[src/rtl/mse_pkg.sv]
package mse_pkg;

    typedef enum logic [2:0] {
        ST_IDLE,
        ST_PREAMBLE,
        ST_SYNC,
        ST_DATA,
        ST_FLUSH
    } mse_state_t;

    // Sync pulse: six half-bits, high for the first three.
    localparam int SYNC_HALVES    = 6;
    localparam int SYNC_HI_HALVES = 3;
    // Half-bit of the sync in which the bit clock first runs.
    localparam int SYNC_CLK_HALF  = 4;

endpackage

[src/rtl/mse_half_timer.sv]
module mse_half_timer #(
    parameter int FAST_HALF = 8,
    parameter int SLOW_HALF = 16,
    parameter int CW        = $clog2(SLOW_HALF)
) (
    input  logic          clk,
    input  logic          rst_n,
    input  logic          speed_sel,
    input  logic          cfg_open,
    input  logic          run,
    output logic          slow_q,
    output logic [CW-1:0] half_cnt,
    output logic          half_end
);

    logic [CW-1:0] last_cnt;

    assign last_cnt = slow_q ? CW'(SLOW_HALF - 1) : CW'(FAST_HALF - 1);
    assign half_end = run && (half_cnt == last_cnt);

    always_ff @(posedge clk or negedge rst_n) begin
        if (!rst_n) begin
            slow_q   <= 1'b0;
            half_cnt <= '0;
        end else begin
            if (cfg_open) begin
                slow_q <= speed_sel;
            end
            if (!run || half_end) begin
                half_cnt <= '0;
            end else begin
                half_cnt <= half_cnt + 1'b1;
            end
        end
    end

endmodule

[src/rtl/mse_seq_fsm.sv]
module mse_seq_fsm
    import mse_pkg::*;
#(
    parameter int PRE_BITS = 8,
    parameter int SW       = 4
) (
    input  logic          clk,
    input  logic          rst_n,
    input  logic          tx_block,
    input  logic          nrz_in,
    input  logic          half_end,
    output mse_state_t    state,
    output logic [SW-1:0] seq,
    output logic          data_cur,
    output logic          stop_req,
    output logic          start
);

    localparam int PRE_LAST  = 2 * PRE_BITS - 1;
    localparam int SYNC_LAST = SYNC_HALVES - 1;

    mse_state_t    state_n;
    logic [SW-1:0] seq_n;
    logic          blk_q;
    logic          data_nxt;
    logic          bit_end;
    logic          sample_now;
    logic          load_cur;

    assign start   = (state == ST_IDLE) && blk_q && !tx_block;
    assign bit_end = half_end && seq[0];

    assign sample_now = half_end &&
        (((state == ST_SYNC) && (seq == SW'(SYNC_CLK_HALF))) ||
         ((state == ST_DATA) && !seq[0]));
    assign load_cur = bit_end &&
        (((state == ST_SYNC) && (seq == SW'(SYNC_LAST))) ||
         (state == ST_DATA));

    // Next-state process
    always_comb begin
        state_n = state;
        seq_n   = seq;
        unique case (state)
            ST_IDLE: begin
                if (start) begin
                    state_n = ST_PREAMBLE;
                    seq_n   = '0;
                end
            end
            ST_PREAMBLE: begin
                if (half_end) begin
                    if (bit_end && stop_req) begin
                        state_n = ST_IDLE;
                        seq_n   = '0;
                    end else if (seq == SW'(PRE_LAST)) begin
                        state_n = ST_SYNC;
                        seq_n   = '0;
                    end else begin
                        seq_n = seq + 1'b1;
                    end
                end
            end
            ST_SYNC: begin
                if (half_end) begin
                    if (bit_end && stop_req) begin
                        state_n = ST_IDLE;
                        seq_n   = '0;
                    end else if (seq == SW'(SYNC_LAST)) begin
                        state_n = ST_DATA;
                        seq_n   = '0;
                    end else begin
                        seq_n = seq + 1'b1;
                    end
                end
            end
            ST_DATA: begin
                if (half_end) begin
                    if (seq[0]) begin
                        state_n = stop_req ? ST_FLUSH : ST_DATA;
                        seq_n   = '0;
                    end else begin
                        seq_n = SW'(1);
                    end
                end
            end
            ST_FLUSH: begin
                if (half_end) begin
                    if (seq[0]) begin
                        state_n = ST_IDLE;
                        seq_n   = '0;
                    end else begin
                        seq_n = SW'(1);
                    end
                end
            end
            default: begin
                state_n = ST_IDLE;
                seq_n   = '0;
            end
        endcase
    end

    // State register process
    always_ff @(posedge clk or negedge rst_n) begin
        if (!rst_n) begin
            state    <= ST_IDLE;
            seq      <= '0;
            blk_q    <= 1'b0;
            stop_req <= 1'b0;
            data_nxt <= 1'b0;
            data_cur <= 1'b0;
        end else begin
            state    <= state_n;
            seq      <= seq_n;
            blk_q    <= tx_block;
            stop_req <= (state_n != ST_IDLE) && (stop_req || tx_block);
            if (sample_now) begin
                data_nxt <= nrz_in;
            end
            if (load_cur) begin
                data_cur <= data_nxt;
            end
        end
    end

endmodule

[src/rtl/mse_line_drive.sv]
module mse_line_drive
    import mse_pkg::*;
#(
    parameter int SW = 4
) (
    input  mse_state_t    state,
    input  logic [SW-1:0] seq,
    input  logic          data_cur,
    input  logic          stop_req,
    output logic          line_pos,
    output logic          line_neg,
    output logic          bit_clk
);

    // Output process
    always_comb begin
        line_pos = 1'b1;
        line_neg = 1'b1;
        bit_clk  = 1'b0;
        unique case (state)
            ST_IDLE: begin
                line_pos = 1'b1;
                line_neg = 1'b1;
            end
            ST_PREAMBLE: begin
                line_pos = seq[0];
                line_neg = !seq[0];
            end
            ST_SYNC: begin
                line_pos = (seq < SW'(SYNC_HI_HALVES));
                line_neg = !line_pos;
                bit_clk  = (seq == SW'(SYNC_CLK_HALF)) && !stop_req;
            end
            ST_DATA: begin
                line_pos = data_cur ^ seq[0];
                line_neg = !line_pos;
                bit_clk  = !seq[0] && !stop_req;
            end
            ST_FLUSH: begin
                line_pos = data_cur ^ seq[0];
                line_neg = !line_pos;
            end
            default: begin
                line_pos = 1'b1;
                line_neg = 1'b1;
            end
        endcase
    end

endmodule

[src/rtl/manchester_sync_encoder.sv]
module manchester_sync_encoder
    import mse_pkg::*;
#(
    parameter int BIT_CYC_FAST = 16,
    parameter int BIT_CYC_SLOW = 32,
    parameter int PRE_BITS     = 8
) (
    input  logic clk,
    input  logic rst_n,
    input  logic speed_sel,
    input  logic tx_block,
    input  logic nrz_in,
    output logic bit_clk,
    output logic line_pos,
    output logic line_neg
);

    localparam int FAST_HALF = BIT_CYC_FAST / 2;
    localparam int SLOW_HALF = BIT_CYC_SLOW / 2;
    localparam int CW        = $clog2(SLOW_HALF);
    localparam int MAX_SEQ   = (2 * PRE_BITS > SYNC_HALVES) ? 2 * PRE_BITS : SYNC_HALVES;
    localparam int SW        = $clog2(MAX_SEQ);

    mse_state_t    state;
    logic [SW-1:0] seq;
    logic          data_cur;
    logic          stop_req;
    logic          start;
    logic          slow_q;
    logic [CW-1:0] half_cnt;
    logic          half_end;

    mse_half_timer #(
        .FAST_HALF (FAST_HALF),
        .SLOW_HALF (SLOW_HALF),
        .CW        (CW)
    ) u_timer (
        .clk       (clk),
        .rst_n     (rst_n),
        .speed_sel (speed_sel),
        .cfg_open  ((state == ST_IDLE) && !start),
        .run       (state != ST_IDLE),
        .slow_q    (slow_q),
        .half_cnt  (half_cnt),
        .half_end  (half_end)
    );

    mse_seq_fsm #(
        .PRE_BITS (PRE_BITS),
        .SW       (SW)
    ) u_fsm (
        .clk      (clk),
        .rst_n    (rst_n),
        .tx_block (tx_block),
        .nrz_in   (nrz_in),
        .half_end (half_end),
        .state    (state),
        .seq      (seq),
        .data_cur (data_cur),
        .stop_req (stop_req),
        .start    (start)
    );

    mse_line_drive #(
        .SW (SW)
    ) u_drive (
        .state    (state),
        .seq      (seq),
        .data_cur (data_cur),
        .stop_req (stop_req),
        .line_pos (line_pos),
        .line_neg (line_neg),
        .bit_clk  (bit_clk)
    );

endmodule

[config.mk]
export PLATFORM = sky130hd
export DESIGN_NAME = manchester_sync_encoder
export DESIGN_NICKNAME = d
export VERILOG_FILES = /design/src/rtl/mse_pkg.sv /design/src/rtl/mse_half_timer.sv /design/src/rtl/mse_seq_fsm.sv /design/src/rtl/mse_line_drive.sv /design/src/rtl/manchester_sync_encoder.sv
export SDC_FILE = /design/constraint.sdc
export NUM_CORES = 1
export LEC_CHECK = 0
export BUFFER_PORTS_ARGS = -buffer_cell sky130_fd_sc_hd__buf_2
export CORE_MARGIN = 1.5
export CORE_UTILIZATION = 30
export CTS_BUF_LIST = sky130_fd_sc_hd__clkbuf_4 sky130_fd_sc_hd__clkbuf_8 sky130_fd_sc_hd__clkbuf_16
export DETAILED_ROUTE_END_ITERATION = 8
export HOLD_SLACK_MARGIN = 0.03
export PLACE_DENSITY = 0.55
export SKIP_CTS_REPAIR_TIMING = 1
export SYNTH_ARGS = -nofsm -noshare
export SYNTH_HDL_FRONTEND = slang
export SYNTH_HIERARCHICAL = 1
export SYNTH_SLANG_ARGS = --single-unit
export TNS_END_PERCENT = 5
[constraint.sdc]
create_clock -name clk -period 2.4 [get_ports clk]
set_clock_uncertainty 0.05 [all_clocks]
set_input_delay 0.24 -clock clk [delete_from_list [all_inputs] [get_ports clk]]
set_output_delay 0.24 -clock clk [all_outputs]
set_load 0.01 [all_outputs]
# Word-level counts from Yosys, hierarchy flattened
# Cells that the tools add are included.
[totals] regBits=16 inputBits=5 wordCells=82
[classes] add_sub_neg=2 magnitude_cmp=1 eq_ne=12 mux=28 bitwise=1 reduce_logical=30
[op_table] op="$mux 4" count=10
[op_table] op="$mux 3" count=12
[op_table] op="$pmux 4 s4" count=1
[op_table] op="$pmux 3 s5" count=1
[op_table] op="$logic_and 1x1->1" count=14
[op_table] op="$add 4x1->4 const B" count=2
[op_table] op="$eq 4x3->1 const B" count=2
[op_table] op="$logic_not 1->1" count=7
[op_table] op="$eq 3x2->1 const B" count=2
[op_table] op="$ne 2x2->1 const B" count=3
[op_table] op="$pmux 1 s3" count=2
[op_table] op="$reduce_bool 3->1" count=2
[op_table] op="$eq 4x4->1" count=1
[op_table] op="$eq 4x4->1 const B" count=1
[op_table] op="$logic_or 1x1->1" count=4
[op_table] op="$lt 4x2->1 const B" count=1
[op_table] op="$reduce_and 4->1" count=1
[op_table] op="$eq 3x1->1 const B" count=1
[op_table] op="$eq 3x3->1 const B" count=1
[op_table] op="$logic_not 3->1" count=1
[op_table] op="$ne 2x1->1 const B" count=1
[op_table] op="$pmux 1 s2" count=1
[op_table] op="$reduce_or 2->1" count=1
[op_table] op="$mux 1" count=1
[op_table] op="$xor 1x1->1" count=1

# Longest topological paths before layout
[logic_depth] word_depth=10 ltp_mapped=7 mapped_depth_nobuf=7

# By module
# Netlist, hierarchy kept.
[modules_own_cells] module="mse_seq_fsm" instances=1 cells_per_inst=72 area_each_um2=738.2 seq_area_each_um2=275.3
[modules_own_cells] module="mse_half_timer" instances=1 cells_per_inst=19 area_each_um2=224.0 seq_area_each_um2=125.1
[modules_own_cells] module="mse_line_drive" instances=1 cells_per_inst=18 area_each_um2=117.6 seq_area_each_um2=0.0
[modules_own_cells] module="manchester_sync_encoder" instances=1 cells_per_inst=2 area_each_um2=12.5 seq_area_each_um2=0.0

# Worst setup path before layout
# OpenSTA, ideal clock, no wires.
[synth_path] path_kind="flip-flop to flip-flop" start="register u_fsm.state[0]" end="register u_fsm.stop_req" setup_time_ns=0.126 arrival_ns=2.256 required_time_ns=2.224 slack_ns=-0.032 stages_incl_launch_ff=6 path_cell_list="dfrtp_1 or3_1 nor3b_1 a31oi_1 a311o_1 o32a_1"
[synth_between] elab_chain_cells=9 elab_cells_between_ends=25 classes_between="4 x eq/ne; 12 x mux; 9 x reduce/logical"
[synth_lines] item="start: declaration" line_no="mse_seq_fsm.sv:12" source="output mse_state_t state,"
[synth_lines] item="start signal: assignment" line_no="mse_seq_fsm.sv:114" source="state <= state_n;"
[synth_lines] item="$reduce_bool 3->1 (*)" line_no="manchester_sync_encoder.sv:42" source=".run (state != ST_IDLE),"
[synth_lines] item="$logic_and 1x1->1 (*)" line_no="mse_half_timer.sv:19" source="assign half_end = run && (half_cnt == last_cnt);"
[synth_lines] item="net half_end" line_no="manchester_sync_encoder.sv:31" source="logic half_end;"
[synth_lines] item="$logic_and 1x1->1" line_no="mse_seq_fsm.sv:31" source="assign bit_end = half_end && seq[0];"
[synth_lines] item="$logic_and 1x1->1" line_no="mse_seq_fsm.sv:53, mse_seq_fsm.sv:66"
[synth_lines] item="$mux 3 (on tied branches)" line_no="mse_seq_fsm.sv:66, mse_seq_fsm.sv:53"
[synth_lines] item="$mux 3 (on tied branches)" line_no="mse_seq_fsm.sv:65, mse_seq_fsm.sv:52"
[synth_lines] item="$pmux 3 s5 (*)" line_no="mse_seq_fsm.sv:44" source="unique case (state)"
[synth_lines] item="net u_fsm.state_n[0]" line_no="mse_seq_fsm.sv:22" source="mse_state_t state_n;"
[synth_lines] item="$reduce_bool 3->1 (*)" line_no="mse_seq_fsm.sv:117" source="stop_req <= (state_n != ST_IDLE) && (stop_req || tx_block);"
[synth_lines] item="$logic_and 1x1->1 (*)" line_no="mse_seq_fsm.sv:117"
[synth_lines] item="end signal: assignment" line_no="mse_seq_fsm.sv:117"
[synth_lines] item="end: declaration" line_no="mse_seq_fsm.sv:15" source="output logic stop_req,"
# Mark *: on every way through the listed nets, which the timed path passes. The rest lies on a longest branch.
# A chain may end at the register's enable or synchronous reset.

# Final worst setup path
[layout_path] start="register u_fsm.state[1]" end="register u_fsm.seq[2]"
[layout_between] elab_chain_cells=7 elab_cells_between_ends=22 classes_between="8 x eq/ne; 5 x mux; 9 x reduce/logical"
[layout_lines] item="$reduce_bool 3->1 (*)" line_no="manchester_sync_encoder.sv:42"
[layout_lines] item="$logic_and 1x1->1 (*)" line_no="mse_half_timer.sv:19"
[layout_lines] item="net half_end" line_no="manchester_sync_encoder.sv:31"
[layout_lines] item="$logic_and 1x1->1" line_no="mse_seq_fsm.sv:31"
[layout_lines] item="$logic_and 1x1->1" line_no="mse_seq_fsm.sv:53, mse_seq_fsm.sv:66"
[layout_lines] item="$mux 4 (on tied branches)" line_no="mse_seq_fsm.sv:66, mse_seq_fsm.sv:53"
[layout_lines] item="$mux 4 (on tied branches)" line_no="mse_seq_fsm.sv:65, mse_seq_fsm.sv:52"
[layout_lines] item="$pmux 4 s4" line_no="mse_seq_fsm.sv:44"
[layout_lines] item="end signal: assignment" line_no="mse_seq_fsm.sv:115" source="seq <= seq_n;"
[layout_lines] item="end: declaration" line_no="mse_seq_fsm.sv:13" source="output logic [SW-1:0] seq,"
# Mark *: on every way through the listed nets, which the timed path passes. The rest lies on a longest branch. The select of a mux whose other input is x is not followed.

==> impl_table.tex <==
\begin{tabular}{lr}
\hline
Metric & Value \\
\hline
\multicolumn{2}{l}{\textbf{Drt}} \\
First-pass DRT Iterations & 4 \\
Detailed-route via count & 922 \\
Number of DRC markers in iteration 0 & 36 \\
WL/cell & 13.5 um \\
Sum of routed wire length over all layers & 2300 um \\
Final antenna-violating net count & 0 \\
Per-cell via count in the routed design & 5.39 \\
Number of design rule violations left after detail routing & 0 \\
\multicolumn{2}{l}{\textbf{Pwr}} \\
Cell-internal power & between 600 and 700 uW \\
Final Total Pwr & 1190 uW \\
Worst ir drop on vdd & 0.255 mV \\
Cell leakage power & around 0.00051 uW \\
Gate power share & between 40\% and 50\% \\
Switching power share of the total & 41.4\% \\
Relative contribution of sequential cells to total power & 36.6\% \\
Clock power share & between 10\% and 20\% \\
Pwr/cell area & 962 mW/mm\^{}2 \\
Switching power of the nets & slightly below 500 uW \\
\multicolumn{2}{l}{\textbf{Worst setup path}} \\
Start of the worst register-to-register path & u\_fsm/state[1] \\
Critical path type & reg2reg \\
Count of buffering cells on the critical path with inverters included & 0 \\
Endpoint of the most critical register-to-register path & u\_fsm/seq[2] \\
Max FO, Critical Path & 8 \\
Critical path startpoint category & flip-flop \\
Worst setup path start & u\_fsm/state[1] \\
Data arrival, critical path & 2.41 ns \\
Largest stage delay on the critical path & 0.55 ns \\
Endpoint class of the critical path & flip-flop \\
Kind of cell adding the most delay to the critical path & simple AND/OR/NAND/NOR gates \\
Worst R2R Setup Slack & 0.12 ns \\
WP depth & 6 \\
Length in cells of the worst reg-to-reg path & 6 \\
CP max-delay cell & sky130\_fd\_sc\_hd\_\_or4b\_1 \\
CP required & 2.53 ns \\
Critical path, cell by cell & or3\_1, nor3b\_2, or4b\_1, o31ai\_2, nor2\_2, a211o\_1 \\
Worst setup path end & u\_fsm/seq[2] \\
\multicolumn{2}{l}{\textbf{Clock tree}} \\
Number of clock buffers inserted by TritonCTS & 3 \\
H-tree depth reported by CTS & 1 \\
Clock tree buffer depth & 2 \\
CTS tree & built \\
Sink count of the clock tree & 16 \\
Clock tree root driver cell & sky130\_fd\_sc\_hd\_\_clkbuf\_4 \\
Clock-pin slew reported for the worst setup and hold paths after clock tree synthesis & approximately 0.1 ns \\
Insertion delay to the later sink of the worst-skew pair & $\sim$0.29 ns \\
\multicolumn{2}{l}{\textbf{Floorplanning}} \\
DIE AREA & 0.00401 sq mm \\
Die X & between 60 and 70 um \\
Core area & 0.00342 sq mm \\
Initial core utilization & about a third \\
Die Y & 63.3 um \\
Number of rows in the core area & 21 \\
Number of ports placed on the die boundary & 8 \\
\multicolumn{2}{l}{\textbf{Final layout}} \\
Proportion of layout cells with a drive suffix above 1 & 22.4\% \\
Final net count & 135 \\
Most common library cell in the layout ignoring fill and taps & sky130\_fd\_sc\_hd\_\_dfrtp\_1 \\
Layout Area Growth over Synthesis & 13.4\% \\
Diodes inserted & 0 \\
Top library cells by usage in the layout, fill and taps aside & sky130\_fd\_sc\_hd\_\_dfrtp\_1 (16), sky130\_fd\_sc\_hd\_\_nand2\_1 (8), sky130\_fd\_sc\_hd\_\_buf\_2 (7) \\
Filler-free cell count of the finished design & between 150 and 200 \\
\multicolumn{2}{l}{\textbf{Synthesis}} \\
Instance count of the mapped netlist & 111 \\
Number of flops mapped to enable cells by yosys & 0 \\
Distinct cell type count after synthesis & 46 \\
Post-synthesis net count & 120 \\
Top\_reg\_cell synth & sky130\_fd\_sc\_hd\_\_dfrtp\_1 \\
Per-instance average area after synthesis & between 9 and 10 sq um \\
Mapped Area & 0.00109 sq mm \\
Post-synthesis async set-or-reset flop share & 100\% \\
Part of the Yosys area used for sequential elements & 36.7\% \\
Number of warnings issued by yosys & 6 \\
Register bit total from synthesis & 16 \\
\multicolumn{2}{l}{\textbf{STA}} \\
Fmax & 0.439 GHz \\
Setup repair after global routing missed its margin & false \\
Total Negative Setup Slacks & 0 ns \\
Final setup violating endpoints & 0 \\
Count of endpoints failing hold in the final timing report & 0 \\
Crit share post-route & 95.0\% \\
Worst-Margin Slew & 0.581 ns \\
Slew Limit Headroom & approximately 61\% \\
Post-layout minimum cycle time & 2.28 ns \\
Number of max-slew violations in the final report & 0 \\
\multicolumn{2}{l}{\textbf{Global routing}} \\
Global-route wire length before repair & approximately 3900 um \\
Leftover overflow at the end of global routing & 0 \\
Number of global-route vias before repair & 804 \\
Global-route usage over all layers & 12.6\% \\
Pin count of the biggest net entering global routing & 25 \\
Initial antenna violation count & 0 \\
\multicolumn{2}{l}{\textbf{Worst hold path}} \\
Beginning of the worst hold path & tx\_block \\
Number of cells on the worst hold path & 1 \\
Min-delay worst type & in2reg \\
\multicolumn{2}{l}{\textbf{Run status}} \\
Result of the run & completed \\
\multicolumn{2}{l}{\textbf{Place}} \\
DP Cell Count & about 170 \\
Routability Congestion & between 0.7 and 0.8 \\
PortBufs & 7 \\
HPWL reported at the end of detailed placement & 1640 um \\
\multicolumn{2}{l}{\textbf{Job}} \\
Number of max-cap violations & 0 \\
\hline
\end{tabular}
[cells in the mapped netlist, drive strengths merged, types with 4 or more instances]
cell type  instances  area share (%)
nor2               6             2.5
ha                 4             4.6
o21ai              6             3.1
nand2              8             2.7
inv                5             1.7
nand3              6             2.7
dfrtp             16              37
xor2               6             4.8
[worst min-delay path by stage]
stage | endpoint | slack, ns
final | u_fsm/blk_q | 0.04
after global placement | u_timer/half_cnt[3] | 0.12
after detailed placement | u_fsm/data_nxt | 0.13
after floorplan | u_fsm/blk_q | -0.11
after global routing | u_fsm/blk_q | 0.03
after CTS | u_timer/half_cnt[3] | -0.20
[flip-flops by register name (all words and copies together) (netlist names)]
signal / flops
u_timer/slow_q: 1
u_timer/half_cnt: 4
u_fsm/data_nxt: 1
u_fsm/blk_q: 1
u_fsm/stop_req: 1
u_fsm/state: 3
u_fsm/data_cur: 1
u_fsm/seq: 4
[per-layer routing]
layer  routed length (um)  global-route usage (%)  part of all wire [%]
met3                   77                    2.68                   3.3
met4                   40                    6.52                   1.7
met5                    0                       0                     0
met2                 1110                    18.4                    48
met1                 1080                    17.2                    47
[power groups by stage]
stage	logic (uW)	registers [uW]	clock network (uW)
5_1_grt	646	449	201
3_3_place_gp	560	438	0
4_1_cts	568	437	192
2_1_floorplan	429	452	0
3_5_place_dp	564	443	0
6_report	571	437	184
[area by class of cell]
| type | count | area (sq um) |
|---|---|---|
| fillers | 356 | 2180 |
| multi-input cells | 87 | 643 |
| flip-flops and latches | 16 | 400 |
| repair buffers | 13 | 82.6 |
| well taps | 46 | 57.6 |
| clock buffers | 4 | 36.3 |
| inverters | 5 | 18.8 |
[cells by family (layout without fill, tap and decap cells)]
group | Yosys count | after routing | synth area share [%]
and+or+nand+nor | 48 | 48 | 28.4
AOI/OAI and AO/OA | 26 | 26 | 17.5
DFF | 16 | 16 | 36.7
buffers and inverters | 8 | 22 | 4.93
xor gates and xnor gates | 6 | 6 | 4.81
adders and majority gates | 4 | 4 | 4.58
muxes | 3 | 3 | 3.09
[stage by stage]
stage | instance area (sq um) | hold WS, ns | setup slack (ns) | utilization, %
floorplan | 1100 | -0.106 | 0.106 | -
finish | 1240 | 0.0361 | 0.120 | 36.3
global route | 1240 | 0.0345 | 0.0270 | 36.3
CTS | 1230 | -0.196 | 0.134 | 36.0
detailed placement | 1190 | 0.131 | 0.157 | 34.9
global placement | 1190 | 0.123 | 0.201 | 34.9
Power figures use the tool's default switching activity.
